--- config.mk ---
export PLATFORM = sky130hd
export DESIGN_NAME = irq_latch_ctrl
export DESIGN_NICKNAME = d
export VERILOG_FILES = /design/src/rtl/irq_latch_ctrl.sv
export SDC_FILE = /design/constraint.sdc
export NUM_CORES = 1
export LEC_CHECK = 0
export BUFFER_PORTS_ARGS = -buffer_cell sky130_fd_sc_hd__buf_4
export CELL_PAD_IN_SITES_DETAIL_PLACEMENT = 0
export CELL_PAD_IN_SITES_GLOBAL_PLACEMENT = 2
export CORE_MARGIN = 5
export CORE_UTILIZATION = 40
export DETAILED_ROUTE_END_ITERATION = 10
export PLACE_DENSITY_LB_ADDON = 0.1
export SETUP_SLACK_MARGIN = 0.2
export SLEW_MARGIN = 40
export SYNTH_ARGS = -nofsm -noshare
export SYNTH_HDL_FRONTEND = slang
export SYNTH_SLANG_ARGS = --single-unit
--- constraint.sdc ---
create_clock -name clk -period 8.9 [get_ports clk]
set_clock_uncertainty 0.05 [all_clocks]
set_input_delay 1.335 -clock clk [delete_from_list [all_inputs] [get_ports clk]]
set_output_delay 1.335 -clock clk [all_outputs]
set_load 0.05 [all_outputs]
--- src/rtl/irq_latch_ctrl.sv ---
module irq_latch_ctrl #(
  parameter int NCH          = 4,
  parameter int QUAL_TICKS   = 100,
  parameter int TICKS_PER_MS = 1000
) (
  input  logic                   clk,
  input  logic                   rst_n,
  input  logic                   tick_us,
  input  logic [NCH-1:0]         irq_in,
  input  logic [NCH-1:0]         cfg_we,
  input  logic [15:0]            cfg_wdata,
  input  logic [NCH-1:0]         ack_reset,
  output logic                   irq_pending,
  output logic [$clog2(NCH)-1:0] irq_id,
  output logic [NCH-1:0]         irq_latched
);

  localparam int QW  = $clog2(QUAL_TICKS + 1);
  localparam int MW  = $clog2(TICKS_PER_MS + 1);
  localparam int IDW = $clog2(NCH);

  logic [NCH-1:0] sync1, sync2, armed, qual_fire, is_int, set_req;
  logic [15:0]    cfg_q [NCH];
  logic [QW-1:0]  qcnt  [NCH];

  genvar g;
  generate
    for (g = 0; g < NCH; g++) begin : g_ch
      assign is_int[g] = (cfg_q[g][3:0] == 4'h4);
      assign qual_fire[g] = sync2[g] & armed[g] & tick_us &
                            (qcnt[g] == QW'(QUAL_TICKS - 1));

      always_ff @(posedge clk) begin
        if (!rst_n)         cfg_q[g] <= 16'h0004;
        else if (cfg_we[g]) cfg_q[g] <= cfg_wdata;
      end

      always_ff @(posedge clk) begin
        if (!rst_n || !sync2[g]) begin
          qcnt[g]  <= '0;
          armed[g] <= 1'b1;
        end else if (armed[g] && tick_us) begin
          if (qual_fire[g]) begin
            qcnt[g]  <= '0;
            armed[g] <= 1'b0;
          end else begin
            qcnt[g] <= qcnt[g] + 1'b1;
          end
        end
      end
    end
  endgenerate

  always_ff @(posedge clk) begin
    if (!rst_n) begin
      sync1 <= '0;
      sync2 <= '0;
    end else begin
      sync1 <= irq_in;
      sync2 <= sync1;
    end
  end

  logic [3:0]    dig_h, dig_t, dig_u;
  logic [9:0]    interval;
  logic          timed_mode, timer_ok, ms_pulse, timer_fire;
  logic [MW-1:0] ms_div;
  logic [9:0]    ms_cnt;

  assign dig_h      = cfg_q[0][15:12];
  assign dig_t      = cfg_q[0][11:8];
  assign dig_u      = cfg_q[0][7:4];
  assign interval   = 10'(dig_h) * 10'd100 + 10'(dig_t) * 10'd10 + 10'(dig_u);
  assign timed_mode = is_int[0] & (|cfg_q[0][15:4]);
  assign timer_ok   = timed_mode & (dig_h <= 4'd9) & (dig_t <= 4'd9) &
                      (dig_u <= 4'd9) & (interval >= 10'd3);
  assign ms_pulse   = tick_us & (ms_div == MW'(TICKS_PER_MS - 1));
  assign timer_fire = timer_ok & ms_pulse & (ms_cnt == interval - 10'd1) & !cfg_we[0];

  always_ff @(posedge clk) begin
    if (!rst_n || cfg_we[0] || !timer_ok) begin
      ms_div <= '0;
      ms_cnt <= '0;
    end else if (tick_us) begin
      if (ms_pulse) begin
        ms_div <= '0;
        ms_cnt <= (ms_cnt == interval - 10'd1) ? 10'd0 : ms_cnt + 10'd1;
      end else begin
        ms_div <= ms_div + 1'b1;
      end
    end
  end

  always_comb begin
    set_req    = qual_fire & is_int;
    set_req[0] = timed_mode ? timer_fire : (qual_fire[0] & is_int[0]);
  end

  always_ff @(posedge clk) begin
    if (!rst_n) irq_latched <= '0;
    else        irq_latched <= (irq_latched | set_req) & ~ack_reset;
  end

  assign irq_pending = |irq_latched;

  always_comb begin
    irq_id = '0;
    for (int i = NCH - 1; i >= 0; i--)
      if (irq_latched[i]) irq_id = IDW'(i);
  end

  assert_lowest_wins_R6: assert property (@(posedge clk) disable iff (!rst_n)
    irq_pending |-> (irq_latched[irq_id] &&
                     ((irq_latched & ((NCH'(1) << irq_id) - NCH'(1))) == '0)));

  assert_timer_valid_R9: assert property (@(posedge clk) disable iff (!rst_n)
    ($rose(irq_latched[0]) && $past(timed_mode)) |-> $past(timer_ok));

  generate
    for (g = 0; g < NCH; g++) begin : g_chk
      assert_hold_R4: assert property (@(posedge clk) disable iff (!rst_n)
        (irq_latched[g] && !ack_reset[g]) |=> irq_latched[g]);
      assert_clear_R4: assert property (@(posedge clk) disable iff (!rst_n)
        ack_reset[g] |=> !irq_latched[g]);
      assert_func_sel_R7: assert property (@(posedge clk) disable iff (!rst_n)
        $rose(irq_latched[g]) |-> ($past(cfg_q[g][3:0]) == 4'h4));
    end
  endgenerate

endmodule

==> impl_results.md <==
- Outcome: finished clean
- WP data required: 9060 ps
- Critical path endpoint category: register
- Post-synth top area cell: edfxtp_1
- Final Cell Area: 6050 um2
- Min Tclk post-route: 4800 ps
- CP cell instances: ha_1 > ha_1 > fa_1 > xor2_1 > ha_1 > ha_1 > inv_1 > o21bai_1 > nor3_1 > o2111ai_1 > o311ai_1 > or4b_4 > nor3_2 > nor3_1
- Synth top area cells: edfxtp_1 32%, dfxtp_1 14%, ha_1 8.9%
- FP Rows: a little over 40
- Initial DRC Count: 239
- Share of cells above drive strength 1: 10.7%
- Final-report setup violation count: 0
- Worst slew margin: 51.2%
- Storage cell area: approximately 2400 um2
- H-tree levels: 3
- Asr flop ratio synth: 0%
- # fillers: 1245
- Post-route setup slack: 4100 ps
- Startpoint Class: register
- Yosys reg bits: 92
- Peak per-stage delay on the critical path: 540 ps
- Leak: ~2.5 nW
- Syn Area/Cell: 10.0 um2
- Synth warn: 0
- Pwr per Cell Area: 191 nW/um2
- I/O Buffers: 37
- Fin. Hold Viols: 0
- Placement Cell Area: 5690 um2
- Worst Path Max Fanout: 7
- Fmax: 208 MHz
- Most Frequent Cell on Critical Path: ha_1
- Final RePlAce weighted congestion: between 0.7 and 0.8
- Post-synth EDFFs: 56
- Post-synthesis sequential area ratio: a little under half
- Number of hold buffers added after CTS: 0
- Final wirelength: 10600 um
- Clk pin slew, worst setup/hold paths: 60 ps
- Largest net degree at the start of global routing: 53
- Routed Antenna Nets: 0
- Count leader, synth: nor2_1
- Clock Path Buffers: 2
- Grt ovf: 0
- Fin util: around 48%
- Remaining DRCs: 0
- Core Area: 12700 um2
- Worst hold margin: 381 ps
- Mapped Cells: 521
- Max cap viols: 0
- Layout net count: between 600 and 700
- Max VDD drop: 0.137 mV
- First-pass GRT wire length: ~18000 um
- CP max stage cell: or4b_4
- Postcts setup bufs: 0
- Max-slew violations: 0
- RSZ-0062 raised after global routing: no
- HP Class: reg2reg
- Die Y: roughly 120 um
- Final non-filler cell total: 735
- Drt first pass iters: 4
- Area growth from synthesis to layout: 15.8%
- Synth cell types: 50
- Clock buffer count from CTS: 9
- Worst EP arrival: 4950 ps
- DIE AREA: around 15000 um2
- Antenna cell count: 0
- Commonest cells post-synth: 66 x nor2_1, 56 x edfxtp_1, 37 x ha_1
- Mapped Area: approximately 5200 um2
- Starting density of the core: 41.1%
- Tot GR Track Use: 14.1%
- Clock Latency Late Sink: 340 ps
- Area share of the leading cell type in the synthesized netlist: between 30% and 40%
- Pre-CTS setup slack: 4150 ps
- Net Count, Synth: 594
- Worst slew pin tran: 732 ps
- Top FF cell, synth: edfxtp_1
- Post-cts resize count: 0
- Clock root buffer: clkbuf_16
- Via/cell ratio: 5.11
- Multi-input logic area: 2680 um2
- Avg WL per Cell: 14.4 um
- Chip width: 124 um
- Post-DP HPWL: 8040 um
- Placed cells: 719
- # IOs: 38
- Vias in the first global route: approximately 3.8k
- CTS tree: done
- Crit path kind: reg2reg
- Overall power: 1.15 mW
- Crit share post-route: between 50% and 60%
- Num Clock Sinks: 92
- Via count: 3756
- Final TNS setup: 0 ps
- Initial antenna violation count: 0
==> cells in the final DEF, fill, tap and decap left out, types with 3 or more instances in the layout <==
| master | n |
|---|---|
| xnor2_1 | 27 |
| nor2_1 | 66 |
| o21ai_0 | 10 |
| and3_1 | 34 |
| xor2_1 | 24 |
| nand3b_1 | 8 |
| and4_1 | 3 |
| clkbuf_16 | 10 |
| dfxtp_1 | 36 |
| bufinv_16 | 3 |
| o2111ai_1 | 3 |
| edfxtp_1 | 56 |
| nand4b_1 | 3 |
| nand2_1 | 29 |
| buf_4 | 38 |
| inv_1 | 28 |
| and2_1 | 9 |
| nand3_1 | 32 |
| nor3_1 | 20 |
| ha_1 | 37 |
| nor4_1 | 5 |
| nor2b_1 | 4 |
| fa_1 | 5 |
| nand4_1 | 10 |
| a21oi_1 | 13 |
| a21o_1 | 5 |
| nand2b_1 | 12 |
==> layer usage <==
layer  GRT usage (%)  share of wire [%]  routed length, um
met5               0                  0                  0
met4            5.16                1.6                172
met3            2.66                2.3                244
met1            18.7                 49               5130
met2            23.0                 48               5030
==> state kept, by name (all words and copies together), names as in the netlist <==
| name | count |
|---|---|
| armed | 4 |
| cfg_q | 28 |
| irq_latched | 4 |
| ms_cnt | 10 |
| ms_div | 10 |
| qcnt | 28 |
| sync1 | 4 |
| sync2 | 4 |
==> report_power, final <==
group | switching, mW | internal [mW] | total (mW)
sequential | 0.00980 | 0.466 | 0.476
clock | 0.160 | 0.300 | 0.459
combinational | 0.125 | 0.0941 | 0.219
total | 0.294 | 0.860 | 1.15
==> area by class of cell <==
cell class | instances | share of cell area, %
Multi-Input combinational cell | 389 | 44.2
Sequential cell | 92 | 39.7
Timing Repair Buffer | 38 | 4.71
Clock buffer | 11 | 4.36
Tap cell | 172 | 3.56
Inverter | 28 | 1.74
Clock inverter | 5 | 1.72
==> critical path: cells and delay by family, from the launching register on <==
kind	cells	cell delay [ps]
adders and majority gates	5	1640
AOI/OAI and AO/OA	3	730
xor gates and xnor gates	1	160
DFF	1	470
buffers and inverters	1	140
and+or+nand+nor	4	1490
==> cell families after synthesis <==
family | Yosys count | synth area share [%]
xor gates and xnor gates | 53 | 9.41
DFF | 92 | 46.0
and+or+nand+nor | 244 | 24.4
adders and majority gates | 42 | 10.8
AOI/OAI and AO/OA | 48 | 6.15
buffers and inverters | 40 | 2.94
muxes | 2 | 0.383
==> final timing paths <==
check                       startpoint                      to  slack, ps  depth (start not counted)
max          cfg_q[0][9]$_SDFFCE_PN0P_  ms_cnt[4]$_SDFFE_PP0P_       4100                         14
min                sync2[0]$_SDFF_PN0_   armed[0]$_SDFFE_PN1P_        380                          1
max reg2reg  cfg_q[0][9]$_SDFFCE_PN0P_  ms_cnt[4]$_SDFFE_PP0P_       4100                         14
min reg2reg        sync2[0]$_SDFF_PN0_   armed[0]$_SDFFE_PN1P_        380                          1
(Power assumes the default switching activity.)
